===== config.mk =====
export PLATFORM = sky130hd
export DESIGN_NAME = cache_pool_mux
export DESIGN_NICKNAME = d
export VERILOG_FILES = /design/src/rtl/cpm_pkg.sv /design/src/rtl/cpm_cfg.sv /design/src/rtl/cpm_router.sv /design/src/rtl/cache_pool_mux.sv
export SDC_FILE = /design/constraint.sdc
export NUM_CORES = 1
export LEC_CHECK = 0
export BUFFER_PORTS_ARGS = -buffer_cell sky130_fd_sc_hd__buf_2
export CORE_AREA = 2 2 129 131
export DETAILED_ROUTE_END_ITERATION = 10
export DIE_AREA = 0 0 131 133
export PLACE_DENSITY = 0.48
export SLEW_MARGIN = 20
export SYNTH_ARGS = -nofsm -noshare
export SYNTH_HDL_FRONTEND = slang
export SYNTH_HIERARCHICAL = 1
export SYNTH_SLANG_ARGS = --single-unit

===== constraint.sdc =====
create_clock -name clk -period 4.7 [get_ports clk]
set_clock_uncertainty 0.1 [all_clocks]
set_input_delay 0.47 -clock clk [delete_from_list [all_inputs] [get_ports clk]]
set_output_delay 0.47 -clock clk [all_outputs]
set_load 0.01 [all_outputs]

===== src/rtl/cpm_pkg.sv =====
// Package: shared constants, pool role codes and the mode decode helpers
// used by both the configuration and the routing logic.
// Assumes exactly two CPUs and two pools.
package cpm_pkg;
    localparam int N_CPU  = 2;
    localparam int N_POOL = 2;
    localparam int MODE_W = 2;
    localparam int ROLE_W = 2;

    typedef enum logic [ROLE_W-1:0] {
        ROLE_RAM    = 2'd0,
        ROLE_CACHE0 = 2'd1,
        ROLE_CACHE1 = 2'd2
    } role_e;

    // True for the two modes in which both CPUs compete for one pool
    function automatic logic shared_mode(input logic [MODE_W-1:0] m);
        return (m == 2'd1) || (m == 2'd2);
    endfunction

    // Pool that holds the cache lines of the given CPU under mode m
    function automatic logic cache_pool(input logic [MODE_W-1:0] m, input logic cpu);
        if (m == 2'd1) return 1'b0;
        if (m == 2'd2) return 1'b1;
        return cpu;
    endfunction

    // Role a pool takes for a given mode and set of enabled caches
    function automatic logic [ROLE_W-1:0] pool_role_of(input logic [MODE_W-1:0] m,
                                                      input logic [N_CPU-1:0] en,
                                                      input logic p);
        if (shared_mode(m)) begin
            if (p != cache_pool(m, 1'b0)) return ROLE_RAM;
            if (en[0]) return ROLE_CACHE0;
            if (en[1]) return ROLE_CACHE1;
            return ROLE_RAM;
        end
        if (!en[p]) return ROLE_RAM;
        return p ? ROLE_CACHE1 : ROLE_CACHE0;
    endfunction
endpackage


===== src/rtl/cpm_cfg.sv =====
// Module: cpm_cfg
// Holds the mode register and the effective cache enables, and registers
// the role of each pool.
// - A mode write is taken only while both caches are off.
// - In a shared mode at most one cache may be on.
// - Refused requests latch a sticky error.
// Roles are computed from the next-state values, so they change only on a
// clock edge and always agree with mode_q and cache_on.
// Assumes two CPUs and two pools.
module cpm_cfg
    import cpm_pkg::*;
(
    input  logic                     clk,
    input  logic                     rst_n,
    input  logic                     mode_wr,
    input  logic [MODE_W-1:0]        mode_wdata,
    input  logic [N_CPU-1:0]         cache_req,
    output logic [MODE_W-1:0]        mode_q,
    output logic [N_CPU-1:0]         cache_on,
    output logic [N_POOL*ROLE_W-1:0] role_q,
    output logic                     cfg_err
);
    logic [MODE_W-1:0]        mode_d;
    logic [N_CPU-1:0]         en_d;
    logic [N_POOL*ROLE_W-1:0] role_d;
    logic                     mode_err;
    logic                     en_err;

    // Next mode: accepted only with every cache off
    always_comb begin
        mode_err = mode_wr && (cache_on != '0);
        mode_d   = (mode_wr && !mode_err) ? mode_wdata : mode_q;
    end

    // Next enables: free in mode 0/3, one-at-a-time interlock in shared modes
    always_comb begin
        en_err = 1'b0;
        if (!shared_mode(mode_d)) begin
            en_d = cache_req;
        end else if (cache_on[0] && cache_req[0]) begin
            en_d   = 2'b01;
            en_err = cache_req[1];
        end else if (cache_on[1] && cache_req[1]) begin
            en_d   = 2'b10;
            en_err = cache_req[0];
        end else if (cache_req[0]) begin
            en_d   = 2'b01;
            en_err = cache_req[1];
        end else begin
            en_d = cache_req;
        end
    end

    // Next pool roles from the next mode and enables
    always_comb begin
        for (int p = 0; p < N_POOL; p++) begin
            role_d[p*ROLE_W +: ROLE_W] = pool_role_of(mode_d, en_d, 1'(p));
        end
    end

    // State update with synchronous reset; error is sticky
    always_ff @(posedge clk) begin
        if (!rst_n) begin
            mode_q   <= '0;
            cache_on <= '0;
            role_q   <= '0;
            cfg_err  <= 1'b0;
        end else begin
            mode_q   <= mode_d;
            cache_on <= en_d;
            role_q   <= role_d;
            cfg_err  <= cfg_err | mode_err | en_err;
        end
    end

    assert_shared_one_R4: assert property (@(posedge clk) disable iff (!rst_n)
        shared_mode(mode_q) |-> (cache_on != 2'b11));

    assert_mode_lock_R5: assert property (@(posedge clk) disable iff (!rst_n)
        (mode_wr && cache_on != '0) |=> ($stable(mode_q) && cfg_err));

    assert_err_sticky_R5: assert property (@(posedge clk) disable iff (!rst_n)
        cfg_err |=> cfg_err);

    for (genvar p = 0; p < N_POOL; p++) begin : g_role_chk
        assert_role_match_R7: assert property (@(posedge clk) disable iff (!rst_n)
            role_q[p*ROLE_W +: ROLE_W] == pool_role_of(mode_q, cache_on, 1'(p)));
    end
endmodule


===== src/rtl/cpm_router.sv =====
// Module: cpm_router
// Routes each CPU access port to a pool, using the registered pool roles.
// - A cache access goes to the CPU's cache pool and needs that pool to be
//   this CPU's cache.
// - A RAM access names its pool and needs that pool to be RAM.
// - On a tie for one pool the lower CPU index wins.
// Pool storage is assumed to return read data one cycle after its enable,
// so the read-return mux uses a registered pool index per CPU.
module cpm_router
    import cpm_pkg::*;
#(
    parameter int ADDR_W = 12,
    parameter int DATA_W = 32
) (
    input  logic                     clk,
    input  logic                     rst_n,
    input  logic [MODE_W-1:0]        mode_q,
    input  logic [N_POOL*ROLE_W-1:0] role_q,
    input  logic [N_CPU-1:0]         cpu_req,
    input  logic [N_CPU-1:0]         cpu_cache,
    input  logic [N_CPU-1:0]         cpu_pool,
    input  logic [N_CPU-1:0]         cpu_we,
    input  logic [N_CPU*ADDR_W-1:0]  cpu_addr,
    input  logic [N_CPU*DATA_W-1:0]  cpu_wdata,
    output logic [N_CPU-1:0]         cpu_gnt,
    output logic [N_CPU-1:0]         cpu_rvalid,
    output logic [N_CPU*DATA_W-1:0]  cpu_rdata,
    output logic [N_POOL-1:0]        pool_en,
    output logic [N_POOL-1:0]        pool_we,
    output logic [N_POOL*ADDR_W-1:0] pool_addr,
    output logic [N_POOL*DATA_W-1:0] pool_wdata,
    input  logic [N_POOL*DATA_W-1:0] pool_rdata
);
    logic [N_CPU-1:0] tgt;
    logic [N_CPU-1:0] ok;

    // Target pool and eligibility of each CPU's access
    always_comb begin
        logic [ROLE_W-1:0] want;
        for (int c = 0; c < N_CPU; c++) begin
            tgt[c] = cpu_cache[c] ? cache_pool(mode_q, 1'(c)) : cpu_pool[c];
            want   = cpu_cache[c] ? ((c == 0) ? ROLE_CACHE0 : ROLE_CACHE1) : ROLE_RAM;
            ok[c]  = cpu_req[c] && (role_q[int'(tgt[c])*ROLE_W +: ROLE_W] == want);
        end
    end

    // Fixed priority: a CPU loses to any lower-index CPU granted the same pool
    always_comb begin
        for (int c = 0; c < N_CPU; c++) begin
            cpu_gnt[c] = ok[c];
            for (int k = 0; k < c; k++) begin
                if (ok[k] && tgt[k] == tgt[c]) cpu_gnt[c] = 1'b0;
            end
        end
    end

    // Pool port drive from the granted CPU (lowest index last wins the mux)
    always_comb begin
        pool_en    = '0;
        pool_we    = '0;
        pool_addr  = '0;
        pool_wdata = '0;
        for (int p = 0; p < N_POOL; p++) begin
            for (int c = N_CPU-1; c >= 0; c--) begin
                if (cpu_gnt[c] && tgt[c] == 1'(p)) begin
                    pool_en[p]                     = 1'b1;
                    pool_we[p]                     = cpu_we[c];
                    pool_addr[p*ADDR_W +: ADDR_W]  = cpu_addr[c*ADDR_W +: ADDR_W];
                    pool_wdata[p*DATA_W +: DATA_W] = cpu_wdata[c*DATA_W +: DATA_W];
                end
            end
        end
    end

    for (genvar c = 0; c < N_CPU; c++) begin : g_ret
        logic rv_q;
        logic rp_q;

        // Remember a granted read and its pool for the next cycle's return
        always_ff @(posedge clk) begin
            if (!rst_n) begin
                rv_q <= 1'b0;
                rp_q <= 1'b0;
            end else begin
                rv_q <= cpu_gnt[c] && !cpu_we[c];
                rp_q <= tgt[c];
            end
        end

        assign cpu_rvalid[c]                 = rv_q;
        assign cpu_rdata[c*DATA_W +: DATA_W] = pool_rdata[int'(rp_q)*DATA_W +: DATA_W];

        assert_read_ret_R10: assert property (@(posedge clk) disable iff (!rst_n)
            (cpu_gnt[c] && !cpu_we[c]) |=> cpu_rvalid[c]);
    end

    assert_ram_prio_R9: assert property (@(posedge clk) disable iff (!rst_n)
        (cpu_req == 2'b11 && cpu_cache == 2'b00 && cpu_pool[0] == cpu_pool[1]
         && role_q[int'(cpu_pool[0])*ROLE_W +: ROLE_W] == ROLE_RAM)
        |-> (cpu_gnt == 2'b01));

    assert_pool_drive_R11: assert property (@(posedge clk) disable iff (!rst_n)
        (cpu_gnt != '0) |-> (pool_en != '0));
endmodule


===== src/rtl/cache_pool_mux.sv =====
// Module: cache_pool_mux (top)
// Connects the mode/enable configuration to the access router for two CPUs
// and two memory pools. The pool roles are registered in cpm_cfg, so an owner
// changes only on a clock edge. The cache tag logic is outside this block.
module cache_pool_mux
    import cpm_pkg::*;
#(
    parameter int ADDR_W = 12,
    parameter int DATA_W = 32
) (
    input  logic               clk,
    input  logic               rst_n,
    input  logic               mode_wr,
    input  logic [1:0]         mode_wdata,
    input  logic [1:0]         cache_req,
    input  logic [1:0]         cpu_req,
    input  logic [1:0]         cpu_cache,
    input  logic [1:0]         cpu_pool,
    input  logic [1:0]         cpu_we,
    input  logic [2*ADDR_W-1:0] cpu_addr,
    input  logic [2*DATA_W-1:0] cpu_wdata,
    output logic [1:0]         cpu_gnt,
    output logic [1:0]         cpu_rvalid,
    output logic [2*DATA_W-1:0] cpu_rdata,
    output logic [1:0]         pool_en,
    output logic [1:0]         pool_we,
    output logic [2*ADDR_W-1:0] pool_addr,
    output logic [2*DATA_W-1:0] pool_wdata,
    input  logic [2*DATA_W-1:0] pool_rdata,
    output logic [3:0]         pool_role,
    output logic [1:0]         mode_q,
    output logic [1:0]         cache_on,
    output logic               cfg_err
);
    cpm_cfg u_cfg (
        .clk        (clk),
        .rst_n      (rst_n),
        .mode_wr    (mode_wr),
        .mode_wdata (mode_wdata),
        .cache_req  (cache_req),
        .mode_q     (mode_q),
        .cache_on   (cache_on),
        .role_q     (pool_role),
        .cfg_err    (cfg_err)
    );

    cpm_router #(.ADDR_W(ADDR_W), .DATA_W(DATA_W)) u_router (
        .clk        (clk),
        .rst_n      (rst_n),
        .mode_q     (mode_q),
        .role_q     (pool_role),
        .cpu_req    (cpu_req),
        .cpu_cache  (cpu_cache),
        .cpu_pool   (cpu_pool),
        .cpu_we     (cpu_we),
        .cpu_addr   (cpu_addr),
        .cpu_wdata  (cpu_wdata),
        .cpu_gnt    (cpu_gnt),
        .cpu_rvalid (cpu_rvalid),
        .cpu_rdata  (cpu_rdata),
        .pool_en    (pool_en),
        .pool_we    (pool_we),
        .pool_addr  (pool_addr),
        .pool_wdata (pool_wdata),
        .pool_rdata (pool_rdata)
    );
endmodule


== Yosys cells after proc, flatten, opt, wreduce, memory -nomap -nowiden ==
Index checks and enable logic that the tools add are counted.
Widths: inputs -> output; s select.
Word-level totals
  output and inout bits: 169
  register bits: 13
  word-level logic and storage cells: 131
Cells by class
  shift-type cells: 4
  bitwise gates (word level): 4
  muxes and demuxes: 90
  reductions and logical operators: 18
  equal/unequal tests: 7
Operators with widths (number)
  $mux 32: 4
  $shiftx 64x7->32: 2
  $mux 1: 56
  $mux 2: 26
  $mux 12: 4
  $logic_and 1x1->1: 13
  $shiftx 4x3->2: 2
  $eq 2x1->1 const B: 2
  $eq 2x2->1: 2
  $eq 2x2->1 const B: 2
  $logic_not 1->1: 3
  $not 1->1: 2
  $or 1x1->1: 2
  $reduce_bool 2->1: 1
  $eq 1x1->1: 1
  $logic_or 1x1->1: 1

== Depth between registers and ports, before layout ==
  depth after elaboration: 27
  gate-level depth with buffers: 6
  gate-level depth less buffers: 5

== Cells and area by module ==
Netlist, hierarchy kept.
Modules (own cells, without submodules)
  cpm_router: area each 2845.2 µm², times used 1, sequential area each 80.1 µm², cells each 374
  cpm_cfg: area each 382.9 µm², times used 1, sequential area each 180.2 µm², cells each 35

== Worst setup path after synthesis ==
No wires, ideal clock.
  path kind: input-to-output
  start point: input port cpu_cache[1]
  end point: output port pool_addr[0]
  arrival: 1.848 ns
  setup slack: 2.282 ns
  cell stages on the path: 6
  buffers on the path: 2
  cell sequence: buf_6 -> or3_4 -> a211oi_4 -> buf_6 -> nand2_1 -> mux2i_1
On the way
  word-level cells in the longest chain between the ends: 8
  elaborated cells between the ends (all ways): 12
  classes of those cells: 2 x eq/ne; 1 x shift; 5 x mux; 1 x bitwise; 3 x reduce/logical
RTL lines
  from (decl): line cache_pool_mux.sv:17  | input logic [1:0] cpu_cache,
  $mux 1: line cpm_router.sv:41  | tgt[c] = cpu_cache[c] ? cache_pool(mode_q, 1'(c)) : cpu_pool[c];
  $shiftx 4x3->2: line cpm_router.sv:43  | ok[c] = cpu_req[c] && (role_q[int'(tgt[c])*ROLE_W +: ROLE_W] == want);
  $eq 2x2->1: line cpm_router.sv:43
  $logic_and 1x1->1: line cpm_router.sv:43
  $mux 1: line cpm_router.sv:52  | if (ok[k] && tgt[k] == tgt[c]) cpu_gnt[c] = 1'b0;
  $logic_and 1x1->1 (*): line cpm_router.sv:65  | if (cpu_gnt[c] && tgt[c] == 1'(p)) begin
  $mux 12 (*) (2 in series): line cpm_router.sv:65
  to (decl): line cache_pool_mux.sv:27  | output logic [2*ADDR_W-1:0] pool_addr,
Every way passes the cells marked *; elsewhere a longest branch is shown, timed or not.

== Final worst setup path ==
  start point: register u_cfg.mode_q[0]
  end point: output port pool_wdata[27]
On the way
  word-level cells in the longest chain between the ends: 14
  elaborated cells between the ends (all ways): 27
  classes of those cells: 5 x eq/ne; 2 x shift; 13 x mux; 2 x bitwise; 5 x reduce/logical
RTL lines
  from (decl): line cpm_cfg.sv:18  | output logic [MODE_W-1:0] mode_q,
  from (signal assigned): line cpm_cfg.sv:69  | mode_q <= mode_d;
  $eq 2x2->1: line cpm_pkg.sv:24  | if (m == 2'd2) return 1'b1;
  $mux 1 (2 in series): line cpm_pkg.sv:24
  $mux 1: line cpm_pkg.sv:25  | return cpu;
  $mux 1: line cpm_pkg.sv:24
  $mux 1: line cpm_router.sv:41
  $shiftx 4x3->2: line cpm_router.sv:43
  $eq 2x2->1: line cpm_router.sv:43
  $logic_and 1x1->1: line cpm_router.sv:43
  $logic_and 1x1->1: line cpm_router.sv:52
  $mux 1: line cpm_router.sv:52
  $logic_and 1x1->1: line cpm_router.sv:65
  $mux 32: line cpm_router.sv:65
  $mux 32 (*): line cpm_router.sv:65
  to (decl): line cache_pool_mux.sv:28  | output logic [2*DATA_W-1:0] pool_wdata,
Every way passes the cells marked *; elsewhere a longest branch is shown, timed or not. The select of a mux whose other input is x is not followed.

==> impl_metrics.env <==
export IMPL_status="complete, no violations"
export IMPL_path_buf_inv=2
export IMPL_pwr_density_cell_mw_per_mm2=156
export IMPL_power_frac_comb_pct=63.5
export IMPL_critical_path_class="reg -> out"
export IMPL_grt_usage_pct=14.6
export IMPL_critPathTopFamily="simple AND/OR/NAND/NOR gates"
export IMPL_min_period_ps=3550
export IMPL_final_nets=892
export IMPL_finalSetupViolations=0
export IMPL_vias=4063
export IMPL_die_height_um=133
export IMPL_internal_power_uw=472
export IMPL_cp_arrival_ps=2980
export IMPL_synth_main_ff_cell="dfxtp_1"
export IMPL_whs_path_depth=2
export IMPL_post_route_util_pct=31.7
export IMPL_yosysSeqAreaShare_pct=8.06
export IMPL_io_pins=336
export IMPL_synthCells=409
export IMPL_crit_path_max_fanout=26
export IMPL_syn_area_sq_mm=0.00323
export IMPL_drt_iter0_markers=182
export IMPL_cts_sinks=13
export IMPL_slew_headroom_pct=37.3
export IMPL_dp_hpwl_um=11600
export IMPL_nFillCells=1767
export IMPL_crit_path_end_kind="primary output"
export IMPL_cts_tree="done"
export IMPL_worst_pin_slew_ps=940
export IMPL_maxCapViolations=0
export IMPL_path_depth=6
export IMPL_synth_edff_count=0
export IMPL_yosys_top_cells_area="mux2i_1 29%, mux2_2 22%, dfxtp_1 8.1%"
export IMPL_grt_ovfl_total=0
export IMPL_r2r_cells=5
export IMPL_syn_num_nets=577
export IMPL_gp_congestion=0.775
export IMPL_netlist_top_cells_count="94 x mux2i_1, 64 x mux2_2, 55 x nand2_1"
export IMPL_hold_buffers=0
export IMPL_crit_required_ps=4130
export IMPL_report_final_slew_viol_count=0
export IMPL_postCtsSetupBuffers=0
export IMPL_grt_pass1_wl_um=20500
export IMPL_rsz0062_at_grt="false"
export IMPL_routedWlPerCell_um=15.2
export IMPL_hold_class="in -> reg"
export IMPL_antenna_found_initial=0
export IMPL_clock_latency_ps=250
export IMPL_htreeDepth=1
export IMPL_area_growth_pct=59.0
export IMPL_dp_cells=938
export IMPL_synth_cell_types=45
export IMPL_ys_seq_elements=13
export IMPL_grt_pass1_vias=3662
export IMPL_yosysTopAreaCell="mux2i_1"
export IMPL_yosysTopAreaCellShare_pct=29.1
export IMPL_core_area_sq_mm=0.0162
export IMPL_final_cells=943
export IMPL_path_cells="nor2b_1, o211ai_1, and4b_2, buf_4, mux2i_1, buf_2"
export IMPL_ir_worst_vdd_mv=0.200
export IMPL_synthArstFlopShare_pct=0
export IMPL_setup_worst_path_start_class="flip-flop"
export IMPL_drc_errors=0
export IMPL_ant_nets=0
export IMPL_sw_frac_of_total_pct=41.1
export IMPL_cts_buffers=3
export IMPL_die_x_um=131
export IMPL_dieArea_sq_mm=0.0174
export IMPL_slowest_stage="and4b_2"
export IMPL_p_seq_share_pct=15.9
export IMPL_p_switching_uw=329
export IMPL_port_buffers=335
export IMPL_drive_gt1_share_pct=58.4
export IMPL_clockPowerShare_pct=20.6
export IMPL_yosysMostFrequentCell="mux2i_1"
export IMPL_wl_um=14300
export IMPL_cts_max_path_buffers=2
export IMPL_crit_path_max_incr_delay_ps=960
export IMPL_max_freq_mhz=282
export IMPL_dr_pass1_iters=4
export IMPL_clk_pin_slew_worst_paths_ps=50
export IMPL_clock_tree_root_cell="clkbuf_16"
export IMPL_leakagePower_uw=0.00301
export IMPL_grt_max_degree=47
export IMPL_setup_tns_ps=0
export IMPL_cts_resized=0
export IMPL_period_share_pct=75.5
export IMPL_routed_via_density=4.31
export IMPL_avgSynthCellArea_sq_um=7.89
export IMPL_total_power_uw=802
export IMPL_start_util_pct=20.0
export IMPL_num_rows=47
export IMPL_final_hold_viol_count=0
export IMPL_n_antenna_cell=0
export IMPL_yosysWarnings=6
==> layout by cell type, fill, tap and decap left out, types with 4 or more instances in the layout <==
master,Yosys,final
mux2_2,64,64
nand2_1,55,55
nor2b_1,5,5
nand3_1,47,46
buf_2,4,335
inv_1,51,51
buf_4,3,7
mux2i_1,94,94
dfxtp_1,13,13
nor2_1,5,4
==> cells by family (layout without fill, tap and decap cells) <==
| kind of cell | after synthesis | in the layout | share of synthesized area (%) |
|---|---|---|---|
| muxes | 159 | 159 | 51.9 |
| and+or+nand+nor | 133 | 133 | 20.7 |
| buffers and inverters | 84 | 398 | 13.6 |
| AOI/OAI and AO/OA | 19 | 19 | 5.27 |
| DFF | 13 | 13 | 8.06 |
| adders and majority gates | 1 | 1 | 0.388 |
==> stage by stage <==
stage	setup WS (ps)	area [sq um]	hold slack (ps)
5_1_grt	983	5130	362
2_1_floorplan	2280	3230	420
4_1_cts	1160	5100	358
3_5_place_dp	1440	5020	367
3_3_place_gp	1480	5020	368
6_report	1150	5130	362
==> worst register-to-register path, cell delays in order (launching register included) <==
cell and delay [ps]:
dfxtp_1 360, nor3b_4 340, mux2_4 330, ha_1 380, and4bb_2 290, nor3b_1 200
==> registers in the layout, summed over array words and instances, names as in the netlist <==
register / count
u_cfg/role_q: 4
u_cfg/cache_on: 2
u_cfg/mode_q: 2
u_router/g_ret.rp_q: 2
u_router/g_ret.rv_q: 2
u_cfg/cfg_err: 1
==> metal layers <==
layer  GRT usage [%]  part of all wire, %  vias up
met5               0                    0        -
met4            2.13                  1.2        0
met3            3.52                  8.3       16
met2            23.6                   45      179
met1            20.0                   45     1813
li1                -                    -     2055
==> final timing paths <==
kind                                                   start                    endpoint  slack [ps]
worst min-delay path                            cache_req[0]  u_cfg/role_q[1]$_SDFF_PP0_         360
worst min register to register      u_cfg/cfg_err$_SDFF_PN0_    u_cfg/cfg_err$_SDFF_PN0_         380
worst max-delay path              u_cfg/mode_q[0]$_SDFF_PN0_              pool_wdata[27]        1150
worst max register to register  u_cfg/cache_on[0]$_SDFF_PN0_  u_cfg/role_q[2]$_SDFF_PN0_        2600
==> power by group through the flow <==
stage | clock network [uW] | logic [uW] | registers, uW
after floorplan | 0 | 290 | 130
after global placement | 0 | 508 | 129
after detailed placement | 0 | 507 | 129
after CTS | 172 | 509 | 127
after global routing | 179 | 554 | 128
final | 165 | 509 | 127
==> cell type report <==
type | instances | area (sq um) | area share [%]
multi-input combinational | 312 | 2570 | 50.0
timing repair buffer | 343 | 1760 | 34.2
tap | 220 | 275 | 5.36
sequential | 13 | 260 | 5.07
inverter | 51 | 191 | 3.73
clock buffer | 3 | 75.1 | 1.46
clock inverter | 1 | 5.00 | 0.0975
(Power assumes the default switching activity.)
